`config.mk`:
```
export PLATFORM = sky130hd
export DESIGN_NAME = pt_walker
export DESIGN_NICKNAME = d
export VERILOG_FILES = /design/src/rtl/pt_walk_pkg.sv /design/src/rtl/pt_walk_entry.sv /design/src/rtl/pt_walk_idx.sv /design/src/rtl/pt_walk_fsm.sv /design/src/rtl/pt_walker.sv
export SDC_FILE = /design/constraint.sdc
export NUM_CORES = 1
export LEC_CHECK = 0
export BUFFER_PORTS_ARGS = -buffer_cell sky130_fd_sc_hd__buf_2
export CELL_PAD_IN_SITES_DETAIL_PLACEMENT = 1
export CELL_PAD_IN_SITES_GLOBAL_PLACEMENT = 1
export CORE_MARGIN = 3
export CORE_UTILIZATION = 35
export DETAILED_ROUTE_END_ITERATION = 16
export HOLD_SLACK_MARGIN = 0.02
export PLACE_DENSITY_LB_ADDON = 0.1
export SYNTH_ARGS = -nofsm -noshare
export SYNTH_HDL_FRONTEND = slang
export SYNTH_SLANG_ARGS = --single-unit
```
`constraint.sdc`:
```
create_clock -name clk -period 6.2 [get_ports clk]
set_input_delay 0.62 -clock clk [delete_from_list [all_inputs] [get_ports clk]]
set_output_delay 0.62 -clock clk [all_outputs]
set_load 0.005 [all_outputs]
```
`src/rtl/pt_walk_pkg.sv`:
```
package pt_walk_pkg;

    // Controller states of the walker.
    typedef enum logic [1:0] {
        ST_IDLE  = 2'd0,
        ST_FETCH = 2'd1,
        ST_AWAIT = 2'd2,
        ST_REPLY = 2'd3
    } walk_state_e;

    // Table level being read; the code is also the reported fault level.
    typedef enum logic [1:0] {
        LVL_PTR = 2'd0,
        LVL_DIR = 2'd1,
        LVL_PTE = 2'd2
    } walk_level_e;

    localparam int WALK_LEVELS = 3;

endpackage

```
`src/rtl/pt_walk_entry.sv`:
```
// Splits a fetched table entry into its present flag and frame number.
module pt_walk_entry #(
    parameter int ENT_W    = 64,
    parameter int PA_W     = 36,
    parameter int PG_SHIFT = 12,
    localparam int FRM_W   = PA_W - PG_SHIFT
) (
    input  logic [ENT_W-1:0] entry,
    output logic             present,
    output logic [FRM_W-1:0] frame
);

    // Bits outside the flag and the frame field carry no meaning here.
    logic unused_entry_bits;

    assign present           = entry[0];
    assign frame             = entry[PA_W-1:PG_SHIFT];
    assign unused_entry_bits = ^entry;

endmodule

```
`src/rtl/pt_walk_idx.sv`:
```
// Forms the byte address of the entry to read: table base + index * entry size.
module pt_walk_idx
    import pt_walk_pkg::*;
#(
    parameter int VA_W      = 32,
    parameter int PA_W      = 36,
    parameter int PG_SHIFT  = 12,
    parameter int IDX_W     = 9,
    parameter int TOP_W     = 2,
    parameter int ENT_W     = 64,
    localparam int VPN_W    = VA_W - PG_SHIFT,
    localparam int ENT_SHIFT = $clog2(ENT_W / 8)
) (
    input  logic [PA_W-1:0]  base,
    input  logic [VPN_W-1:0] vpn,
    input  walk_level_e      level,
    output logic [PA_W-1:0]  addr
);

    logic [PA_W-1:0] lvl_off [WALK_LEVELS];
    logic [PA_W-1:0] sel_off;

    // Level g uses a field starting IDX_W*(levels-1-g) bits above the page offset;
    // the top level uses the narrow pointer-table index.
    for (genvar g = 0; g < WALK_LEVELS; g++) begin : g_lvl
        localparam int LO = IDX_W * (WALK_LEVELS - 1 - g);
        localparam int W  = (g == 0) ? TOP_W : IDX_W;
        assign lvl_off[g] = PA_W'(vpn[LO +: W]) << ENT_SHIFT;
    end

    always_comb begin
        sel_off = lvl_off[0];
        unique case (level)
            LVL_PTR: sel_off = lvl_off[0];
            LVL_DIR: sel_off = lvl_off[1];
            LVL_PTE: sel_off = lvl_off[2];
            default: sel_off = lvl_off[0];
        endcase
    end

    assign addr = base + sel_off;

endmodule

```
`src/rtl/pt_walk_fsm.sv`:
```
// Sequencing of one translation: accept, read level by level, reply.
module pt_walk_fsm
    import pt_walk_pkg::*;
(
    input  logic        clk,
    input  logic        rst_n,
    input  logic        req_valid,
    input  logic        xlate_en,
    input  logic        mem_req_ready,
    input  logic        mem_rsp_valid,
    input  logic        ent_present,
    output logic        req_ready,
    output logic        mem_req_valid,
    output logic        resp_valid,
    output walk_level_e level,
    output logic        ld_root,
    output logic        ld_bypass,
    output logic        ld_next,
    output logic        ld_final,
    output logic        ld_fault
);

    walk_state_e state_q, state_d;
    walk_level_e level_d;

    // State and level register.
    always_ff @(posedge clk) begin
        if (!rst_n) begin
            state_q <= ST_IDLE;
            level   <= LVL_PTR;
        end else begin
            state_q <= state_d;
            level   <= level_d;
        end
    end

    // Transitions and datapath load strobes.
    always_comb begin
        state_d   = state_q;
        level_d   = level;
        ld_root   = 1'b0;
        ld_bypass = 1'b0;
        ld_next   = 1'b0;
        ld_final  = 1'b0;
        ld_fault  = 1'b0;
        unique case (state_q)
            ST_IDLE: begin
                if (req_valid) begin
                    if (xlate_en) begin
                        ld_root = 1'b1;
                        level_d = LVL_PTR;
                        state_d = ST_FETCH;
                    end else begin
                        ld_bypass = 1'b1;
                        state_d   = ST_REPLY;
                    end
                end
            end
            ST_FETCH: begin
                if (mem_req_ready) begin
                    state_d = ST_AWAIT;
                end
            end
            ST_AWAIT: begin
                if (mem_rsp_valid) begin
                    if (!ent_present) begin
                        ld_fault = 1'b1;
                        state_d  = ST_REPLY;
                    end else if (level == LVL_PTE) begin
                        ld_final = 1'b1;
                        state_d  = ST_REPLY;
                    end else begin
                        ld_next = 1'b1;
                        level_d = (level == LVL_PTR) ? LVL_DIR : LVL_PTE;
                        state_d = ST_FETCH;
                    end
                end
            end
            ST_REPLY: begin
                state_d = ST_IDLE;
            end
            default: begin
                state_d = ST_IDLE;
            end
        endcase
    end

    // Handshake outputs follow the state alone.
    always_comb begin
        req_ready     = 1'b0;
        mem_req_valid = 1'b0;
        resp_valid    = 1'b0;
        unique case (state_q)
            ST_IDLE:  req_ready     = 1'b1;
            ST_FETCH: mem_req_valid = 1'b1;
            ST_AWAIT: ;
            ST_REPLY: resp_valid    = 1'b1;
            default:  ;
        endcase
    end

endmodule

```
`src/rtl/pt_walker.sv`:
```
// Three-level address translation walker, top level.
module pt_walker
    import pt_walk_pkg::*;
#(
    parameter int VA_W       = 32,
    parameter int PA_W       = 36,
    parameter int ROOT_W     = 32,
    parameter int CTL_W      = 32,
    parameter int EN_BIT     = 5,
    parameter int ENT_W      = 64,
    parameter int PG_SHIFT   = 12,
    parameter int IDX_W      = 9,
    parameter int TOP_W      = 2,
    parameter int ROOT_ALIGN = 5
) (
    input  logic              clk,
    input  logic              rst_n,
    input  logic              req_valid,
    output logic              req_ready,
    input  logic [VA_W-1:0]   req_vaddr,
    input  logic [ROOT_W-1:0] req_root,
    input  logic [CTL_W-1:0]  req_ctl,
    output logic              resp_valid,
    output logic [PA_W-1:0]   resp_paddr,
    output logic              resp_fault,
    output logic [1:0]        resp_fault_level,
    output logic              mem_req_valid,
    input  logic              mem_req_ready,
    output logic [PA_W-1:0]   mem_req_addr,
    input  logic              mem_rsp_valid,
    input  logic [ENT_W-1:0]  mem_rsp_data
);

    localparam int FRM_W = PA_W - PG_SHIFT;
    localparam int VPN_W = VA_W - PG_SHIFT;

    walk_level_e      level;
    logic             ld_root, ld_bypass, ld_next, ld_final, ld_fault;
    logic             ent_present;
    logic [FRM_W-1:0] ent_frame;
    logic             xlate_en;
    logic [PA_W-1:0]  root_base;

    logic [VA_W-1:0]  va_q;
    logic [PA_W-1:0]  base_q;
    logic [PA_W-1:0]  paddr_q;
    logic             fault_q;
    logic [1:0]       flvl_q;

    // Only the enable bit and the aligned part of the root pointer matter.
    logic unused_ctl_root;
    assign unused_ctl_root = ^{req_ctl, req_root[ROOT_ALIGN-1:0]};

    assign xlate_en  = req_ctl[EN_BIT];
    assign root_base = PA_W'({req_root[ROOT_W-1:ROOT_ALIGN], {ROOT_ALIGN{1'b0}}});

    pt_walk_fsm u_fsm (
        .clk           (clk),
        .rst_n         (rst_n),
        .req_valid     (req_valid),
        .xlate_en      (xlate_en),
        .mem_req_ready (mem_req_ready),
        .mem_rsp_valid (mem_rsp_valid),
        .ent_present   (ent_present),
        .req_ready     (req_ready),
        .mem_req_valid (mem_req_valid),
        .resp_valid    (resp_valid),
        .level         (level),
        .ld_root       (ld_root),
        .ld_bypass     (ld_bypass),
        .ld_next       (ld_next),
        .ld_final      (ld_final),
        .ld_fault      (ld_fault)
    );

    pt_walk_entry #(
        .ENT_W    (ENT_W),
        .PA_W     (PA_W),
        .PG_SHIFT (PG_SHIFT)
    ) u_entry (
        .entry   (mem_rsp_data),
        .present (ent_present),
        .frame   (ent_frame)
    );

    pt_walk_idx #(
        .VA_W     (VA_W),
        .PA_W     (PA_W),
        .PG_SHIFT (PG_SHIFT),
        .IDX_W    (IDX_W),
        .TOP_W    (TOP_W),
        .ENT_W    (ENT_W)
    ) u_idx (
        .base  (base_q),
        .vpn   (va_q[VA_W-1:PG_SHIFT]),
        .level (level),
        .addr  (mem_req_addr)
    );

    // Walk datapath: latched request, current table base, result.
    always_ff @(posedge clk) begin
        if (!rst_n) begin
            va_q    <= '0;
            base_q  <= '0;
            paddr_q <= '0;
            fault_q <= 1'b0;
            flvl_q  <= 2'd0;
        end else begin
            if (ld_root || ld_bypass) begin
                va_q <= req_vaddr;
            end
            if (ld_root) begin
                base_q <= root_base;
            end
            if (ld_next) begin
                base_q <= {ent_frame, {PG_SHIFT{1'b0}}};
            end
            if (ld_bypass) begin
                paddr_q <= PA_W'(req_vaddr);
                fault_q <= 1'b0;
                flvl_q  <= 2'd0;
            end
            if (ld_final) begin
                paddr_q <= {ent_frame, va_q[PG_SHIFT-1:0]};
                fault_q <= 1'b0;
                flvl_q  <= 2'd0;
            end
            if (ld_fault) begin
                paddr_q <= '0;
                fault_q <= 1'b1;
                flvl_q  <= level;
            end
        end
    end

    assign resp_paddr       = paddr_q;
    assign resp_fault       = fault_q;
    assign resp_fault_level = flvl_q;

    logic unused_vpn_width;
    assign unused_vpn_width = ^VPN_W;

endmodule

```
# Word-level counts from Yosys, hierarchy flattened
# Cells that the tools add are included.
totals:
  register_bits: 106
  latchBits: 0
  ramBits: 0
  romBits: 0
  in_bits: 165
  wordCells: 77
  memories: 0
op_classes:
  n_addsub: 1
  n_mul: 0
  n_div: 0
  n_lt_le_gt_ge: 0
  n_eq_ne: 11
  n_shift: 0
  n_mux: 45
  n_bitwise: 1
  reduce_logical: 11
ops:
  columns: ["op", "n"]
  rows:
  - ["36-bit 2-to-1 mux", 4]
  - ["36-bit adder", 1]
  - ["2-bit 2-to-1 mux", 15]
  - ["12-bit case mux with 2 select lines", 1]
  - ["1-bit 2-to-1 mux", 23]
  - ["2-bit inequality test, second input constant", 6]
  - ["2-bit case mux with 4 select lines", 1]
  - ["2-bit equality test, second input constant", 3]
  - ["6-bit AND reduction", 1]
  - ["2-bit nonzero test", 3]
  - ["2-bit by 1-bit equality test with 1-bit output, second input constant", 2]
  - ["2-bit zero test", 2]
  - ["2-bit case mux with 2 select lines", 1]
  - ["2-bit OR reduction", 2]
  - ["3-bit AND reduction", 1]
  - ["3-bit nonzero test", 1]
  - ["1-bit logical OR", 1]
  - ["1-bit inverter", 1]

# Logic depth before layout (Yosys ltp)
# Gate-level depths: netlist of run 1.
depth:
  word_depth: 7
  depth_mapped: 12
  depth_no_buf: 11

# By module
# Synthesis of run 1 repeated with hierarchy kept, for this count alone.
unflattened:
  cells_unflattened: 663
  hier_area_um2: 6157.2
modules_own_cells:
  columns: ["module", "instances", "cells_each", "area_each_um2", "seq_area_each_um2"]
  rows:
  - ["pt_walker", 1, 447, 4596.9, 2042.0]
  - ["pt_walk_idx", 1, 163, 1118.6, 0.0]
  - ["pt_walk_fsm", 1, 28, 254.0, 80.1]
  - ["pt_walk_entry", 1, 25, 187.7, 0.0]

# Worst setup path after synthesis of run 1
# No wires, ideal clock.
synth_path:
  kind: "register to output"
  start: "register u_fsm.level[0]"
  end: "output mem_req_addr[19]"
  arrival_ns: 2.635
  slack_ns: 2.945
  stages_incl_launch_ff: 12
  path_buffers: 1
  cell_sequence: "dfxtp_1 > inv_1 > ha_1 > clkbuf_1 > nor2b_1 > ha_1 > fa_1 > a211oi_1 > o21ai_0 > o21ai_0 > nor2_1 > xor2_1"
synth_between:
  elab_chain_len: 3
synth_lines:
  columns: ["element", "line_no", "source"]
  rows:
  - ["start: declaration", "pt_walk_fsm.sv:15", "output walk_level_e level,"]
  - ["start signal: assignment", "pt_walk_fsm.sv:33", "level <= level_d;"]
  - ["2-bit equality test or 2-bit by 1-bit equality test with 1-bit output (tied branches)", "pt_walk_idx.sv:33", "unique case (level)"]
  - ["12-bit case mux with 2 select lines (*)", "pt_walk_idx.sv:33", null]
  - ["36-bit adder (*)", "pt_walk_idx.sv:41", "assign addr = base + sel_off;"]
  - ["end: declaration", "pt_walker.sv:29", "output logic [PA_W-1:0] mem_req_addr,"]
# Mark *: on every way between the ends. The rest lies on a longest branch, timed or not.

# Worst setup path in the final report of run 1
# Ends and elaborated chain as after synthesis.

==> results.sh, run 1 <==
export IMPL_status="complete, no violations"
export IMPL_ir_worst_vdd_v=0.000122
export IMPL_cts_buffers=9
export IMPL_cp_max_fo=11
export IMPL_grt_pass1_vias=5314
export IMPL_ys_flop_type="dfxtp_1"
export IMPL_hold_viol_final=0
export IMPL_final_nets=957
export IMPL_drc=0
export IMPL_grt_ovfl_total=0
export IMPL_synth_seq_cells=106
export IMPL_clk_pin_slew_ps=70
export IMPL_max_freq_mhz=230
export IMPL_die_area_mm2=0.0163
export IMPL_ys_types=49
export IMPL_synth_adder_area_share=0.0280
export IMPL_gp_congestion=0.877
export IMPL_finish_utilization=0.447
export IMPL_finalMaxSlewViolations=0
export IMPL_multi_input_area_mm2=0.00284
export IMPL_finalCriticalPeriod_ps=4350
export IMPL_seq_area_frac_synth=0.409
export IMPL_hold_class="reg2reg"
export IMPL_core_area_mm2=0.0142
export IMPL_holdWs_ps=466
export IMPL_vias=5100
export IMPL_grt_usage=0.211
export IMPL_synthesis_instances=646
export IMPL_p_per_area_mw_per_mm2=244
export IMPL_synth_warnings=0
export IMPL_netSwitchingFraction=0.268
export IMPL_endpoint_kind="primary output"
export IMPL_num_rows=43
export IMPL_cp_start_kind="flop"
export IMPL_p_leak_nw=2.67
export IMPL_setup_tns_ps=0
export IMPL_synth_edf_count=0
export IMPL_numPortBuffers=164
export IMPL_die_h_um=128
export IMPL_drt_initial_drc_count=223
export IMPL_seq_area_mm2=0.00212
export IMPL_dpl_cell_count=950
export IMPL_synth_top_area_cell="dfxtp_1"
export IMPL_mostFrequentLayoutCell="nand2_1"
export IMPL_clk_path_buf_depth=2
export IMPL_fill_cells=1785
export IMPL_htree_levels=3
export IMPL_drt_first_pass_iters=4
export IMPL_num_io_pins=243
export IMPL_top_layer="met4"
export IMPL_yosys_area_share_simple=0.220
export IMPL_synth_top_family_by_area="compound AO/OA/AOI/OAI gates"
export IMPL_intPower_mw=1.13
export IMPL_instances_no_fill=965
export IMPL_wl_met1_um=7870
export IMPL_start_util=0.365
export IMPL_critPathArrivalTime_ps=3730
export IMPL_ctsHoldBuffers=0
export IMPL_synthMuxAreaShare=0
export IMPL_required_ps=5580
export IMPL_n_antenna_cell=0
export IMPL_wl_met2_um=8080
export IMPL_seq_power_share=0.485
export IMPL_layout_common_cells="nand2_1 (176), buf_2 (164), dfxtp_1 (106)"
export IMPL_fp_dieW_um=128
export IMPL_cap_viol_max_count=0
export IMPL_async_flop_share=0
export IMPL_clk_latency_ps=350
export IMPL_cts_root_buf="clkbuf_16"
export IMPL_drt_wl_total_um=17500
export IMPL_synthXorXnorAreaFrac=0.0490
export IMPL_net_switching_power_mw=0.415
export IMPL_post_drt_via_cell_ratio=5.28
export IMPL_fin_crit_sh=0.702
export IMPL_ctsResizeCount=0
export IMPL_cts_sinks=106
export IMPL_dp_hpwl_um=12800
export IMPL_worst_pin_slew_ps=1130
export IMPL_grt_max_degree=67
export IMPL_antenna_left=0
export IMPL_syn_cell_area_mm2=0.00519
export IMPL_wl_met3_um=1020
export IMPL_setup_viol=0
export IMPL_cts_tree="done"
export IMPL_antenna_found_initial=0
export IMPL_grt_first_pass_wirelength_um=27600
export IMPL_wl_per_cell_um=18.2
export IMPL_slew_headroom=0.249
export IMPL_cts_setup_buffers=0
export IMPL_synth_top_area_frac=0.409
export IMPL_drive_gt1_frac=0.239
export IMPL_finalClockSkew_ps=5.39
export IMPL_pwr_share_comb=0.145
export IMPL_path_class="reg2out"
export IMPL_synthToLayoutAreaGrowth_pct=22.4
export IMPL_synth_compound_area_frac=0.245
export IMPL_rsz0062_at_grt="no"
export IMPL_syn_area_per_cell_um2=8.03
export IMPL_synth_area_top_cells="dfxtp_1 (41%), nand2_1 (13%), a21boi_0 (6.1%), a22oi_1 (5.5%), a31oi_1 (4.0%)"
export IMPL_clkPwrFrac=0.370
-- layout make-up --
type	instances	area share
inverters	2	0.00118
well taps	180	0.0355
repair buffers	170	0.136
multi-input cells	492	0.448
clock inverters	3	0.00631
flip-flops and latches	106	0.334
clock buffers	12	0.0388
-- power groups by stage --
| stage | Clock (mW) | Combinational [mW] | Sequential (mW) |
|---|---|---|---|
| after detailed placement | 0 | 0.227 | 0.767 |
| after global placement | 0 | 0.221 | 0.764 |
| after floorplan | 0 | 0.131 | 0.758 |
| after CTS | 0.587 | 0.228 | 0.751 |
| after global routing | 0.621 | 0.253 | 0.757 |
| final | 0.573 | 0.225 | 0.751 |
-- worst max-delay path, stage by stage (launching register included) --
cell	delay (ps)
dfxtp_1	400
inv_1	90
ha_1	380
a22oi_1	250
nor2b_1	80
ha_1	230
fa_1	430
a211oi_1	450
o21ai_0	240
o21ai_0	420
nor2_1	120
xor2_1	160
buf_2	130
-- through the flow --
stage               instance area [um2]  total power, mW  setup slack (ps)
floorplan                          5200            0.889              2950
global placement                   6060            0.985              2320
detailed placement                 6060            0.994              2220
CTS                                6350             1.57              1830
global route                       6350             1.63              1570
finish                             6350             1.55              1850
-- flip-flops by register name, summed over array words and instances, names as in the netlist --
| register | cells |
|---|---|
| resp_paddr | 36 |
| va_q | 32 |
| base_q | 31 |
| resp_fault_level | 2 |
| u_fsm.level | 2 |
| u_fsm.state_q | 2 |
| resp_fault | 1 |
-- Yosys cell counts, drive strengths merged, types with 15 or more instances --
cell,n
buf,28
nor2b,15
clkbuf,20
dfxtp,106
o21ai,35
xnor2,20
a22oi,38
a21boi,55
nor2,19
a31oi,33
nand2,176
nand3,16
a21oi,17
-- metal layers --
metal | track usage | up-vias
met4 | 0.0824 | 0
met3 | 0.0438 | 28
met5 | 0 | -
met1 | 0.275 | 2433
li1 | - | 2491
met2 | 0.343 | 148
-- path summary, 6_finish.rpt --
kind	startpoint	end	cells past startpoint	slack [ps]
setup / recovery	u_fsm.level[0]	mem_req_addr[19]	12	1850
setup reg to reg	u_fsm.state_q[0]	resp_paddr[12]	5	3670
hold / removal	va_q[6]	va_q[6]	2	470
hold reg to reg	va_q[6]	va_q[6]	2	470
-- logic make-up after synthesis --
| kind of cell | after synthesis |
|---|---|
| adders and majority gates | 11 |
| xor gates and xnor gates | 29 |
| other | 1 |
| DFF | 106 |
| AOI/OAI and AO/OA | 190 |
| and+or+nand+nor | 259 |
| buffers and inverters | 50 |
No activity file was read; power rests on OpenSTA's default activity.
==> run 2: changes to the inputs <==
- CORE_UTILIZATION: 35 -> 33
- clock period: 6.2 -> 4.2 ns (I/O delays scaled with it)
==> run 2 against run 1 <==
Effect of this change:
- sequential power increased by 48%
- clock skew increased by 1.5 ps
- global-route usage decreased by 0.77 points
- worst hold slack got worse by 160 ps
- routed wire length increased by 2.6%
- design area increased by 0.73%
- via count increased by 0.49%
- register-to-register slack got worse by 2000 ps
- die area increased by 5.8%
- worst setup slack got worse by 1500 ps
- clock power increased by 52%
- utilization decreased by 2.9 points
- highest routed layer is now met5
==> results.sh, run 2 (same netlist as run 1, synthesis figures left out) <==
export IMPL_status="complete, no violations"
export IMPL_clk_pin_slew_ps=70
export IMPL_htree_levels=3
export IMPL_reg2regPathDepth=6
export IMPL_num_io_pins=243
export IMPL_finalClockSkew_ps=6.93
export IMPL_finalMaxSlewViolations=0
export IMPL_cp_start_kind="flop"
export IMPL_dpl_cell_count=981
export IMPL_cts_tree="done"
export IMPL_endpoint_kind="primary output"
export IMPL_cp_max_fo=11
export IMPL_drc=0
export IMPL_clk_latency_ps=350
export IMPL_rsz0062_at_grt="no"
export IMPL_drt_first_pass_iters=4
export IMPL_final_nets=957
export IMPL_vias=5125
export IMPL_cap_viol_max_count=0
export IMPL_mostFrequentLayoutCell="nand2_1"
export IMPL_slew_headroom=0.265
export IMPL_fp_dieW_um=131
export IMPL_cts_sinks=106
export IMPL_final_area_mm2=0.00640
export IMPL_numPortBuffers=164
export IMPL_hold_class="in2reg"
export IMPL_cts_buffers=9
export IMPL_dp_hpwl_um=13300
export IMPL_instances_no_fill=996
export IMPL_drt_wl_total_um=18000
export IMPL_drive_gt1_frac=0.241
export IMPL_grt_usage=0.204
export IMPL_antenna_found_initial=5
export IMPL_ir_worst_vdd_v=0.000192
export IMPL_die_area_mm2=0.0173
export IMPL_critPathArrivalTime_ps=3430
export IMPL_cts_root_buf="clkbuf_16"
export IMPL_finalCriticalPeriod_ps=3850
export IMPL_grt_ovfl_total=0
export IMPL_n_antenna_cell=0
export IMPL_drt_initial_drc_count=192
export IMPL_layout_common_cells="nand2_1 (176), buf_2 (164), dfxtp_1 (106)"
export IMPL_grt_first_pass_wirelength_um=28400
export IMPL_path_class="reg2out"
export IMPL_min_path_cells=3
export IMPL_required_ps=3780
export IMPL_hold_viol_final=0
export IMPL_antenna_left=0
export IMPL_largest_reg_flops=36
export IMPL_grt_max_degree=66
export IMPL_synthToLayoutAreaGrowth_pct=23.3
export IMPL_die_h_um=131
export IMPL_post_drt_via_cell_ratio=5.15
export IMPL_setup_viol=0
export IMPL_ctsHoldBuffers=0
export IMPL_start_util=0.339
export IMPL_grt_pass1_vias=5291
export IMPL_core_area_mm2=0.0153
export IMPL_fin_crit_sh=0.918
export IMPL_gp_congestion=0.802
export IMPL_p_leak_nw=2.67
export IMPL_num_rows=45
export IMPL_clk_path_buf_depth=2
export IMPL_p_per_area_mw_per_mm2=361
export IMPL_worst_pin_slew_ps=1100
export IMPL_dpl_cell_area_mm2=0.00610
export IMPL_max_freq_mhz=259
export IMPL_wl_per_cell_um=18.1
export IMPL_setup_tns_ps=0
## run 2: area by class of cell
class                   count  area (um2)
well taps                 211         264
clock buffers              11         243
clock inverters             4        51.3
repair buffers            170         866
multi-input cells         492        2840
fillers                  1913        8920
inverters                   2        7.51
flip-flops and latches    106        2120
## run 2: where the power goes
group | switching (mW) | internal [mW] | leakage, nW
Sequential | 0.0450 | 1.06 | 0.864
Clock | 0.393 | 0.478 | 0.142
Combinational | 0.197 | 0.136 | 1.67
## run 2: layer usage
layer	wire [um]	vias to the layer above	track usage
met4	325	10	0.0613
met1	7800	2456	0.258
met5	68	-	0
met3	1190	31	0.0498
li1	-	2492	-
met2	8600	136	0.344
## run 2: final timing paths
path | end | startpoint | slack, ps
worst max-delay path | mem_req_addr[19] | u_fsm.level[0] | 350
worst min-delay path | base_q[5] | req_root[5] | 300
worst max register to register | resp_paddr[4] | u_fsm.state_q[0] | 1660
worst min register to register | va_q[24] | va_q[24] | 470
## run 2: timing repair
item | CTS | global route
setup buffers | 0 | 0
setup endpoints to repair | 0 | 1
resized for setup | 0 | 1
## run 2: per-stage QoR
step	hold slack [ps]	util	total power, mW	setup slack, ps
2_1_floorplan	440	-	1.31	1150
3_3_place_gp	449	0.398	1.46	671
3_5_place_dp	462	0.398	1.47	618
4_1_cts	296	0.418	2.34	218
5_1_grt	319	0.418	2.43	53.7
6_report	305	0.418	2.31	346
## run 2: worst max-delay path, stage by stage, from the launching register on
cell and delay [ps]:
dfxtp_1 400, inv_1 80, ha_1 370, a22oi_1 250, nor2b_1 90, ha_1 240
fa_1 450, a211oi_1 320, o21ai_0 220, o21ai_1 300, nor2_1 100, xor2_1 140
buf_2 130
==> run 3: changes to the inputs <==
- CORE_ASPECT_RATIO: default -> 0.75
==> run 3 against run 2 <==
Effect of this change:
- critical path depth fell by 1
- clock power decreased by 5.9%
- largest power group unchanged
- power decreased by 2.1%
- worst hold slack better by 1.8 ps
- routed wire length up 1.2%
==> results.sh, run 3 (same netlist as run 1, synthesis figures left out) <==
export IMPL_die_area_mm2=0.0173
export IMPL_worst_pin_slew_ps=830
export IMPL_worstReg2RegStart="u_fsm.level[0]"
export IMPL_synthToLayoutAreaGrowth_pct=23.4
export IMPL_drt_initial_drc_count=152
export IMPL_required_ps=3780
export IMPL_htree_levels=3
export IMPL_cap_viol_max_count=0
export IMPL_cts_sinks=106
export IMPL_p_leak_nw=2.69
export IMPL_finalCriticalPeriod_ps=3880
export IMPL_critPathMostFrequentCell="ha_1"
export IMPL_grt_max_degree=66
export IMPL_rsz0062_at_grt="no"
export IMPL_slew_headroom=0.445
export IMPL_clk_latency_ps=360
export IMPL_grt_first_pass_wirelength_um=28400
export IMPL_n_antenna_cell=0
export IMPL_fp_dieW_um=151
export IMPL_cts_tree="done"
export IMPL_dpl_cell_area_mm2=0.00612
export IMPL_cts_root_buf="clkbuf_16"
export IMPL_slowest_stage="ha_1"
export IMPL_grt_ovfl_total=0
export IMPL_antenna_found_initial=0
export IMPL_drive_gt1_frac=0.247
export IMPL_ir_worst_vdd_v=0.000173
export IMPL_numPortBuffers=164
export IMPL_finalClockSkew_ps=8.92
export IMPL_cp_max_fo=11
export IMPL_num_rows=39
export IMPL_largest_reg_flops=36
export IMPL_grt_usage=0.211
export IMPL_clk_pin_slew_ps=70
export IMPL_hold_viol_final=0
export IMPL_drt_first_pass_iters=4
export IMPL_finalMaxSlewViolations=0
export IMPL_grt_pass1_vias=5413
export IMPL_hold_class="in2reg"
export IMPL_hold_start="req_root[10]"
export IMPL_layout_common_cells="nand2_1 (176), buf_2 (164), dfxtp_1 (106)"
export IMPL_status="complete, no violations"
export IMPL_num_io_pins=243
export IMPL_cp_start_kind="flop"
export IMPL_die_h_um=115
export IMPL_setup_tns_ps=0
export IMPL_start_util=0.339
export IMPL_max_freq_mhz=257
export IMPL_clk_path_buf_depth=2
export IMPL_mostFrequentLayoutCell="nand2_1"
export IMPL_final_nets=961
export IMPL_max_stage_delay_ps=450
export IMPL_drc=0
export IMPL_antenna_left=0
export IMPL_endpoint_kind="primary output"
export IMPL_post_drt_via_cell_ratio=5.14
export IMPL_cts_buffers=9
export IMPL_p_per_area_mw_per_mm2=354
export IMPL_fin_ws_ps=316
export IMPL_path_class="reg2out"
export IMPL_critPathLaunch="u_fsm.level[0]"
export IMPL_fin_crit_sh=0.925
export IMPL_vias=5117
export IMPL_setup_viol=0
export IMPL_wl_per_cell_um=18.3
export IMPL_drt_wl_total_um=18200
export IMPL_dp_hpwl_um=13500
export IMPL_final_area_mm2=0.00640
export IMPL_dpl_cell_count=979
export IMPL_finish_utilization=0.418
export IMPL_path_cells="inv_1 > ha_1 > nor2b_1 > ha_1 > fa_1 > a211oi_1 > o21ai_0 > o21ai_1 > nor2_1 > xor2_1 > buf_2"
export IMPL_ctsHoldBuffers=0
export IMPL_gp_congestion=0.822
export IMPL_instances_no_fill=995
export IMPL_core_area_mm2=0.0153
export IMPL_place_ws_ps=588
export IMPL_critPathArrivalTime_ps=3460
==> run 3: cell types whose count changed in the layout (fill, tap and decap cells not counted), sizes merged <==
cell | previous run | this run
buf | 170 | 174
clkbuf | 11 | 9
bufinv | 1 | 0
inv | 3 | 5
clkinv | 1 | 3
==> run 3: per-stage QoR <==
stage	hold slack, ps	power (mW)
after floorplan	440	1.31
after global placement	446	1.46
after detailed placement	458	1.47
after CTS	293	2.30
after global routing	305	2.39
final	307	2.26
==> run 3: what timing repair did <==
action,CTS,global route
endpoints found under the hold margin,0,0
buffers inserted,0,0
setup endpoints to repair,0,1
gates resized for setup,0,1
==> run 3: cell type report <==
cell class | instances | area [um2]
repair buffers | 174 | 896
clock buffers | 9 | 225
fillers | 1919 | 8920
inverters | 2 | 7.51
flip-flops and latches | 106 | 2120
multi-input cells | 492 | 2840
well taps | 205 | 256
clock inverters | 7 | 52.6
==> run 3: worst paths after layout <==
| check | endpoint | slack [ps] | depth (start not counted) |
|---|---|---|---|
| min | base_q[10] | 310 | 3 |
| max | mem_req_addr[17] | 320 | 11 |
| min reg2reg | va_q[0] | 460 | 2 |
| max reg2reg | resp_paddr[0] | 1840 | 8 |
==> run 3: critical path, delay by kind of cell, from the launching register on <==
kind                     cells  cell delay (ps)
flip-flops                   1              390
AND/OR/NAND/NOR              2              320
AO/OA/AOI/OAI                3              910
adder cells (fa/ha/maj)      3             1120
XOR/XNOR                     1              150
buffers and inverters        2              210
==> run 3: power by group <==
| group | internal, mW | total, mW | switching, mW |
|---|---|---|---|
| clock | 0.408 | 0.819 | 0.410 |
| combinational | 0.137 | 0.335 | 0.198 |
| sequential | 1.06 | 1.11 | 0.0458 |
| total | 1.61 | 2.26 | 0.655 |
==> run 3: routing by layer <==
layer / track usage / wire [um] / up-vias
met3: 0.0586 / 1160 / 15
met5: 0 / 0 / -
met1: 0.275 / 8320 / 2474
li1: - / - / 2504
met2: 0.356 / 8540 / 124
met4: 0.0356 / 169 / 0
